--- config.mk ---
export PLATFORM = sky130hd
export DESIGN_NAME = stagepwm_top
export DESIGN_NICKNAME = d
export VERILOG_FILES = /design/src/rtl/stagepwm_pkg.sv /design/src/rtl/stagepwm_regs.sv /design/src/rtl/stagepwm_prescale.sv /design/src/rtl/stagepwm_core.sv /design/src/rtl/stagepwm_top.sv
export SDC_FILE = /design/constraint.sdc
export NUM_CORES = 1
export LEC_CHECK = 0
export ABC_AREA = 1
export BUFFER_PORTS_ARGS = -buffer_cell sky130_fd_sc_hd__buf_2
export CELL_PAD_IN_SITES_DETAIL_PLACEMENT = 0
export CELL_PAD_IN_SITES_GLOBAL_PLACEMENT = 1
export CORE_AREA = 10 10 136 138
export CTS_CLUSTER_DIAMETER = 30
export DETAILED_ROUTE_END_ITERATION = 8
export DIE_AREA = 0 0 146 148
export GPL_TIMING_DRIVEN = 0
export MAX_ROUTING_LAYER = met4
export PLACE_DENSITY_LB_ADDON = 0.1
export SETUP_SLACK_MARGIN = 0.15
export SLEW_MARGIN = 20
export SYNTH_ARGS = -nofsm -noshare
export SYNTH_HDL_FRONTEND = slang
export SYNTH_HIERARCHICAL = 1
export SYNTH_SLANG_ARGS = --single-unit
export TNS_END_PERCENT = 20
--- constraint.sdc ---
create_clock -name clk -period 4.8 [get_ports clk]
set_clock_uncertainty 0.05 [all_clocks]
set_input_delay 0.96 -clock clk [delete_from_list [all_inputs] [get_ports clk]]
set_output_delay 0.96 -clock clk [all_outputs]
set_load 0.05 [all_outputs]
--- src/rtl/stagepwm_pkg.sv ---
package stagepwm_pkg;

  localparam int DATA_W  = 32;
  localparam int CNT_W   = 10;
  localparam int EXP_W   = 5;
  localparam int EXP_MAX = 24;

  // register offsets (bytes)
  localparam int OFS_CTRL = 0;
  localparam int OFS_CNT  = 4;

  // control word bit positions
  localparam int BIT_EN    = 0;
  localparam int BIT_SPARE = 4;
  localparam int BIT_STAGE = 11;
  localparam int BIT_XLSB  = 15;
  localparam int SEL_LO    = 16;

  // count word field positions
  localparam int PER_LO = 16;
  localparam int HI_LO  = 0;

  typedef struct packed {
    logic [EXP_W-1:0] expo;
    logic [CNT_W-1:0] period;
    logic [CNT_W-1:0] hightime;
  } pwm_cfg_t;

endpackage

--- src/rtl/stagepwm_regs.sv ---
module stagepwm_regs
  import stagepwm_pkg::*;
#(
  parameter int ADDR_W = 4
) (
  input  logic              clk,
  input  logic              rst,
  input  logic              bus_valid,
  input  logic              bus_write,
  input  logic [ADDR_W-1:0] bus_addr,
  input  logic [DATA_W-1:0] bus_wdata,
  output logic [DATA_W-1:0] bus_rdata,
  output logic              bus_rvalid,
  output logic              run_en,
  output logic              stage,
  output pwm_cfg_t          shadow
);

  logic             en_q, spare_q, stage_q;
  logic [EXP_W-1:0] expo_q;
  logic [CNT_W-1:0] per_q, hi_q;
  logic [DATA_W-1:0] rdata_q, rd_mux;
  logic             rvalid_q;
  logic             sel_ctrl, sel_cnt, wr_go, rd_go;
  logic             unused_wdata;

  assign sel_ctrl = (bus_addr == ADDR_W'(OFS_CTRL));
  assign sel_cnt  = (bus_addr == ADDR_W'(OFS_CNT));
  assign wr_go    = bus_valid && bus_write;
  assign rd_go    = bus_valid && !bus_write;
  assign unused_wdata = ^bus_wdata;

  always_comb begin
    rd_mux = '0;
    if (sel_ctrl) begin
      rd_mux[BIT_EN]    = en_q;
      rd_mux[BIT_SPARE] = spare_q;
      rd_mux[BIT_STAGE] = stage_q;
      rd_mux[BIT_XLSB]  = expo_q[0];
      rd_mux[SEL_LO +: EXP_W-1] = expo_q[EXP_W-1:1];
    end else if (sel_cnt) begin
      rd_mux[PER_LO +: CNT_W] = per_q;
      rd_mux[HI_LO  +: CNT_W] = hi_q;
    end
  end

  always_ff @(posedge clk) begin
    if (rst) begin
      en_q     <= 1'b0;
      spare_q  <= 1'b0;
      stage_q  <= 1'b0;
      expo_q   <= '0;
      per_q    <= '0;
      hi_q     <= '0;
      rdata_q  <= '0;
      rvalid_q <= 1'b0;
    end else begin
      rvalid_q <= rd_go;
      if (rd_go) rdata_q <= rd_mux;
      if (wr_go && sel_ctrl) begin
        en_q    <= bus_wdata[BIT_EN];
        spare_q <= bus_wdata[BIT_SPARE];
        stage_q <= bus_wdata[BIT_STAGE];
        expo_q  <= {bus_wdata[SEL_LO +: EXP_W-1], bus_wdata[BIT_XLSB]};
      end
      if (wr_go && sel_cnt) begin
        per_q <= bus_wdata[PER_LO +: CNT_W];
        hi_q  <= bus_wdata[HI_LO +: CNT_W];
      end
    end
  end

  assign bus_rdata       = rdata_q;
  assign bus_rvalid      = rvalid_q;
  assign run_en          = en_q;
  assign stage           = stage_q;
  assign shadow.expo     = expo_q;
  assign shadow.period   = per_q;
  assign shadow.hightime = hi_q;

endmodule

--- src/rtl/stagepwm_prescale.sv ---
module stagepwm_prescale #(
  parameter int EXP_W   = 5,
  parameter int EXP_MAX = 24
) (
  input  logic             clk,
  input  logic             rst,
  input  logic             clear,
  input  logic [EXP_W-1:0] expo,
  output logic             tick
);

  generate
    if (EXP_MAX == 0) begin : g_nodiv
      logic unused_in;
      assign unused_in = ^{clear, expo};
      assign tick = 1'b1;
    end else begin : g_div
      localparam int CW = EXP_MAX;
      logic [CW-1:0] cnt_q;
      logic [EXP_W-1:0] expo_eff;
      logic [CW:0]   full;
      logic [CW-1:0] mask;

      assign expo_eff = (expo > EXP_W'(EXP_MAX)) ? EXP_W'(EXP_MAX) : expo;
      assign full = ({{CW{1'b0}}, 1'b1} << expo_eff) - {{CW{1'b0}}, 1'b1};
      assign mask = full[CW-1:0];
      assign tick = ((cnt_q & mask) == mask);

      always_ff @(posedge clk) begin
        if (rst || clear) cnt_q <= '0;
        else              cnt_q <= cnt_q + {{(CW-1){1'b0}}, 1'b1};
      end
    end
  endgenerate

endmodule

--- src/rtl/stagepwm_core.sv ---
module stagepwm_core
  import stagepwm_pkg::*;
(
  input  logic             clk,
  input  logic             rst,
  input  logic             run_en,
  input  logic             stage,
  input  pwm_cfg_t         shadow,
  input  logic             tick,
  output logic             presc_clr,
  output pwm_cfg_t         active,
  output logic [CNT_W-1:0] count,
  output logic             running,
  output logic             pwm_out
);

  pwm_cfg_t         act_q;
  logic [CNT_W-1:0] cnt_q;
  logic             out_q;
  logic             run, wrap, load;

  assign run  = run_en && (act_q.period != '0) && (act_q.hightime != '0);
  assign wrap = run && tick &&
                (cnt_q == act_q.period - {{(CNT_W-1){1'b0}}, 1'b1});
  assign load = !stage && (!run || wrap);
  assign presc_clr = !run || wrap;

  always_ff @(posedge clk) begin
    if (rst) begin
      act_q <= '0;
      cnt_q <= '0;
      out_q <= 1'b0;
    end else begin
      if (load) act_q <= shadow;
      if (!run || wrap) cnt_q <= '0;
      else if (tick)    cnt_q <= cnt_q + {{(CNT_W-1){1'b0}}, 1'b1};
      out_q <= run && (cnt_q < act_q.hightime);
    end
  end

  assign active  = act_q;
  assign count   = cnt_q;
  assign running = run;
  assign pwm_out = out_q;

endmodule

--- src/rtl/stagepwm_top.sv ---
module stagepwm_top
  import stagepwm_pkg::*;
#(
  parameter int ADDR_W = 4
) (
  input  logic              clk,
  input  logic              rst,
  input  logic              bus_valid,
  input  logic              bus_write,
  input  logic [ADDR_W-1:0] bus_addr,
  input  logic [31:0]       bus_wdata,
  output logic [31:0]       bus_rdata,
  output logic              bus_rvalid,
  output logic              pwm_out
);

  logic             ctl_en, ctl_stage, tick, presc_clr, core_run;
  pwm_cfg_t         shadow_cfg, active_cfg;
  logic [CNT_W-1:0] core_cnt;

  stagepwm_regs #(.ADDR_W(ADDR_W)) u_regs (
    .clk(clk), .rst(rst),
    .bus_valid(bus_valid), .bus_write(bus_write), .bus_addr(bus_addr),
    .bus_wdata(bus_wdata), .bus_rdata(bus_rdata), .bus_rvalid(bus_rvalid),
    .run_en(ctl_en), .stage(ctl_stage), .shadow(shadow_cfg)
  );

  stagepwm_prescale #(.EXP_W(EXP_W), .EXP_MAX(EXP_MAX)) u_presc (
    .clk(clk), .rst(rst), .clear(presc_clr), .expo(active_cfg.expo), .tick(tick)
  );

  stagepwm_core u_core (
    .clk(clk), .rst(rst), .run_en(ctl_en), .stage(ctl_stage),
    .shadow(shadow_cfg), .tick(tick), .presc_clr(presc_clr),
    .active(active_cfg), .count(core_cnt), .running(core_run),
    .pwm_out(pwm_out)
  );

endmodule

# After elaboration in Yosys (flattened, before gate mapping)
# Cells that the tools add are included.
# word_totals
reg_bits	111
input_bits	40
output_inout_bits	34
wordCells	55
# classes
add_sub_neg	4
n_lt_le_gt_ge	2
n_eq_ne	3
n_shift	1
mux	11
bitwise	1
n_reduce_logical	19
# ops
op	count
adder 24 x 1 -> 24 bit, second input constant	1
AND 24 bit	1
equality test 24 bit	1
<< shifter 1 x 5 -> 24 bit, first input constant	1
subtractor 24 x 1 -> 24 bit, second input constant	1
2-to-1 mux 10 bit	2
nonzero test 10 bit	2
adder 10 x 1 -> 10 bit, second input constant	1
equality test 10 bit	1
logical AND 1 bit	10
< comparator 10 bit	1
2-to-1 mux 5 bit	2
subtractor 10 x 1 -> 10 bit, second input constant	1
2-to-1 mux 6 bit	1
> comparator 5 bit, second input constant	1
equality test 4 x 3 -> 1 bit, second input constant	1
zero test 4 bit	1
2-to-1 mux 1 bit	4
2-to-1 mux 4 bit	1
zero test 1 bit	3
2-to-1 mux 3 bit	1
logical OR 1 bit	2
OR reduction 2 bit	1

# Logic depth before layout (Yosys ltp)
# logic_depth
depth_word	10
depth_mapped	30
depth_no_buf	27

# Modules after synthesis
# Netlist, hierarchy kept.
# modules_own_cells
mod	instances	cells_each	area_each_um2	seq_area_each_um2
stagepwm_regs	1	323	2259.7	1021.0
stagepwm_core	1	346	2229.6	720.7
stagepwm_prescale	1	337	1998.2	480.5

# Least setup slack after synthesis
# Ideal clock, no wire load.
# synth_path
path_kind	register to register
start	register u_core.act_q, in the netlist u_core/active[21]
end	register u_presc.g_div.cnt_q[12]
setup_time_ns	0.132
t_arrival_ns	3.369
t_required_ns	4.618
path_slack_ns	1.250
path_stages_with_launch	30
n_path_buf	2
synth_period_minus_slack_ns	3.550
path_cell_list	dfxtp_1 -> nor2_1 -> nand2_1 -> nor3_1 -> inv_1 -> ha_1 -> nand2_1 -> inv_2 -> nand2_4 -> nor2_4 -> nand2_1 -> nand2_1 -> nand2_1 -> o21ai_1 -> nor2_1 -> nand3_1 -> nor2_1 -> inv_1 -> a21oi_1 -> nand3_1 -> nor2_1 -> nand3_1 -> nor2_2 -> nand3_2 -> nand2_4 -> buf_6 -> nor2_1 -> inv_1 -> clkbuf_1 -> nor3_1
# synth_via
elab_chain_cells	10
# synth_lines
item	line	text
start, declared	stagepwm_core.sv:17	pwm_cfg_t act_q;
start signal, assigned	stagepwm_core.sv:34	if (load) act_q <= shadow;
> comparator 5 bit	stagepwm_prescale.sv:24	assign expo_eff = (expo > EXP_W'(EXP_MAX)) ? EXP_W'(EXP_MAX) : expo;
2-to-1 mux 5 bit (*)	stagepwm_prescale.sv:24	
<< shifter 1 x 5 -> 24 bit (*)	stagepwm_prescale.sv:25	assign full = ({{CW{1'b0}}, 1'b1} << expo_eff) - {{CW{1'b0}}, 1'b1};
subtractor 24 x 1 -> 24 bit (*)	stagepwm_prescale.sv:25	
AND 24 bit	stagepwm_prescale.sv:27	assign tick = ((cnt_q & mask) == mask);
equality test 24 bit (*)	stagepwm_prescale.sv:27	
via tick	stagepwm_top.sv:17	logic ctl_en, ctl_stage, tick, presc_clr, core_run;
logical AND 1 bit (*) (2 in a row)	stagepwm_core.sv:23	assign wrap = run && tick &&
logical OR 1 bit (*)	stagepwm_core.sv:26	assign presc_clr = !run || wrap;
via presc_clr	stagepwm_top.sv:17	
logical OR 1 bit (*)	stagepwm_prescale.sv:30	if (rst || clear) cnt_q <= '0;
end signal, assigned	stagepwm_prescale.sv:31	else cnt_q <= cnt_q + {{(CW-1){1'b0}}, 1'b1};
end, declared	stagepwm_prescale.sv:19	logic [CW-1:0] cnt_q;
# Mark *: on every way through the listed nets, which the timed path passes. The rest lies on a longest branch.
# A chain may end at the register's enable or synchronous reset.

# Final worst setup path
# layout_path
start	register u_core.act_q, in the netlist u_core/active[21]
end	register u_presc.g_div.cnt_q[13]
# Same word-level chain as after synthesis.

==> flow_metrics.env <==
export IMPL_die_w_um=146
export IMPL_cts_tree="yes"
export IMPL_worstSetupStartpointType="flip-flop"
export IMPL_place_inst=1284
export IMPL_grt_pass1_vias=5681
export IMPL_drt_total_wl_um=17300
export IMPL_io_buffers=53
export IMPL_yosys_cell_types_count=39
export IMPL_clock_latency_ps=360
export IMPL_cts_sinks=111
export IMPL_synth_adder_area_share_pct=2.51
export IMPL_fin_crit_sh_pct=86.6
export IMPL_layout_drive_gt1_share_pct=13.8
export IMPL_slowest_delay_ps=400
export IMPL_area_growth_pct=13.6
export IMPL_synth_avg_cell_area_um2=6.45
export IMPL_vias=6046
export IMPL_reg2reg_setup_slack_ps=640
export IMPL_grt_pass1_wl_um=28500
export IMPL_rr_worst_depth=27
export IMPL_ctsHoldBuffers=0
export IMPL_rsz0062_at_grt="true"
export IMPL_status="finished, final reports clean"
export IMPL_diodes=0
export IMPL_clkTransAtPathRegs_ps=80
export IMPL_power_density_nw_per_um2=265
export IMPL_fill_cells=1746
export IMPL_synth_enable_flop_cells=0
export IMPL_tns_ps=0
export IMPL_die_y_um=148
export IMPL_wire_per_inst_um=13.3
export IMPL_grt_total_usage_pct=16.4
export IMPL_min_path_type="reg2reg"
export IMPL_worst_slew_pin_slew_ps=628
export IMPL_synth_compound_area_share_pct=7.58
export IMPL_dp_hpwl_um=13700
export IMPL_met1_usage_pct=20.5
export IMPL_power_leakage_nw=3.64
export IMPL_crit_path_top_delay_cell="dfxtp_1"
export IMPL_final_common_cell="nand2_1"
export IMPL_ant_nets=0
export IMPL_synth_xor_area_share_pct=2.03
export IMPL_gp_congestion=0.869
export IMPL_grt_met3_usage_pct=3.21
export IMPL_first_iter_violations=276
export IMPL_hold_depth=1
export IMPL_numCtsBuffers=9
export IMPL_ys_async_sr_fraction_pct=0
export IMPL_yosysSeqAreaShare_pct=34.3
export IMPL_die_area_um2=21600
export IMPL_via_per_inst=4.65
export IMPL_ys_flop_type="dfxtp_1"
export IMPL_coreArea_um2=15700
export IMPL_slew_headroom_pct=58.1
export IMPL_netlist_area_um2=6490
export IMPL_finalPower_mw=1.95
export IMPL_htree_levels=3
export IMPL_ios=74
export IMPL_dr_pass1_iters=5
export IMPL_yosysWarnings=6
export IMPL_root_buffer="clkbuf_16"
export IMPL_cap_violations=0
export IMPL_hold_violations=0
export IMPL_crit_type="reg2reg"
export IMPL_ys_ff_latch=111
export IMPL_cp_max_fo=10
export IMPL_min_period_ps=4160
export IMPL_placementRows=46
export IMPL_finalNonFillerCells=1300
export IMPL_synthCells=1006
export IMPL_start_util_pct=41.3
export IMPL_route_detailed_drc=0
export IMPL_crit_top_cell="nor2_1"
export IMPL_setup_viol=0
export IMPL_max_freq_mhz=241
export IMPL_grt_max_degree=22
export IMPL_synthMuxAreaShare_pct=0
export IMPL_cts_buffer_depth=2
export IMPL_ir_drop_mv=0.159
export IMPL_critical_path_arrival_ps=4360
export IMPL_grt_busiest_layer="met2"
export IMPL_antenna_found_initial=0
export IMPL_grt_overflow_total=0
export IMPL_worst_setup_path_end_kind="flip-flop"
export IMPL_nets=1132
export IMPL_final_cell_mix="nand2_1 (215), nor2_1 (163), inv_1 (138)"
export IMPL_yosys_area_share_simple_pct=40.1
export IMPL_drv_slew=0
export IMPL_cp_required_ps=5000
export IMPL_use_met2_pct=26.7
export IMPL_synth_top_family_by_area="simple AND/OR/NAND/NOR gates"
==> area by class of cell <==
cell class | count | area [um^2] | share of cell area (%)
clock inverter | 7 | 75.1 | 1.02
multi-input combinational | 709 | 3430 | 46.6
buffer | 47 | 324 | 4.40
sequential | 111 | 2220 | 30.2
inverter | 148 | 556 | 7.54
tap | 216 | 270 | 3.67
timing repair buffer | 53 | 265 | 3.60
clock buffer | 9 | 225 | 3.06
==> final timing paths <==
check | from | endpoint
worst max-delay path | u_core/active[21] | u_presc/g_div.cnt_q[13]
worst min-delay path | u_presc/g_div.cnt_q[0] | u_presc/g_div.cnt_q[0]
worst max register to register | u_core/active[21] | u_presc/g_div.cnt_q[13]
worst min register to register | u_presc/g_div.cnt_q[0] | u_presc/g_div.cnt_q[0]
==> synth_stat cells (3+ instances only) <==
library cell / count / share of area, %
a21oi_1: 63 / 4.9
buf_1: 3 / 0.17
buf_2: 13 / 1.0
buf_4: 12 / 1.4
buf_6: 11 / 1.9
clkbuf_1: 8 / 0.46
dfxtp_1: 111 / 34
ha_1: 13 / 2.5
inv_1: 138 / 8.0
inv_2: 8 / 0.46
nand2_1: 215 / 12
nand2_2: 3 / 0.29
nand3_1: 114 / 8.8
nand3_2: 6 / 0.93
nand4_1: 21 / 2.0
nor2_1: 164 / 9.5
nor2_2: 9 / 0.87
nor2_4: 6 / 1.0
nor3_1: 21 / 1.6
nor4_1: 4 / 0.39
o21ai_0: 12 / 0.93
o21ai_1: 14 / 1.1
xor2_1: 15 / 2.0
==> metrics by stage <==
stage	worst slack (ps)	instance area, um^2	utilization (%)	hold WS, ps
finish	642	7370	46.9	419
global route	122	7370	46.9	453
CTS	295	7360	46.8	424
detailed placement	89.2	7060	44.9	405
global placement	111	7060	44.9	398
floorplan	1250	6520	-	380
==> sequential cells by signal, summed over array words and instances (netlist names) <==
name / cells
u_regs/per_q: 10
u_regs/bus_rdata: 22
u_core/pwm_out: 1
u_regs/stage: 1
u_regs/spare_q: 1
u_core/count: 10
u_regs/expo_q: 5
u_core/active: 25
u_regs/bus_rvalid: 1
u_regs/hi_q: 10
u_regs/run_en: 1
u_presc/g_div.cnt_q: 24
==> critical path: cells and delay by family (launching register included) <==
family | cells | cell delay, ps
compound gates | 1 | 130
fa+ha+maj | 1 | 210
buf+inv | 6 | 860
flops | 1 | 400
simple gates | 19 | 2370
==> what timing repair did <==
item | in CTS | in global routing
resized for setup | 1 | 4
setup buffers | 0 | 0
setup endpoints to repair | 10 | 20
gates cloned | 0 | 0
==> kinds of logic after synthesis <==
group           count (synthesis)
compound gates                 95
xor+xnor                       15
fa+ha+maj                      13
buf+inv                       195
flops                         111
other cells                     1
simple gates                  576
==> where the power goes <==
part           switching [mW]  internal [mW]
sequential             0.0118          0.937
clock                   0.395          0.370
combinational           0.165         0.0712
==> layer usage <==
layer / routed length, um / part of all wire, % / up-vias
met5: 0 / 0 / -
met4: 187 / 1.1 / 0
met3: 636 / 3.7 / 15
met2: 8130 / 47 / 111
met1: 8340 / 48 / 2618
li1: - / - / 3302
No activity file was read; power rests on OpenSTA's default activity.
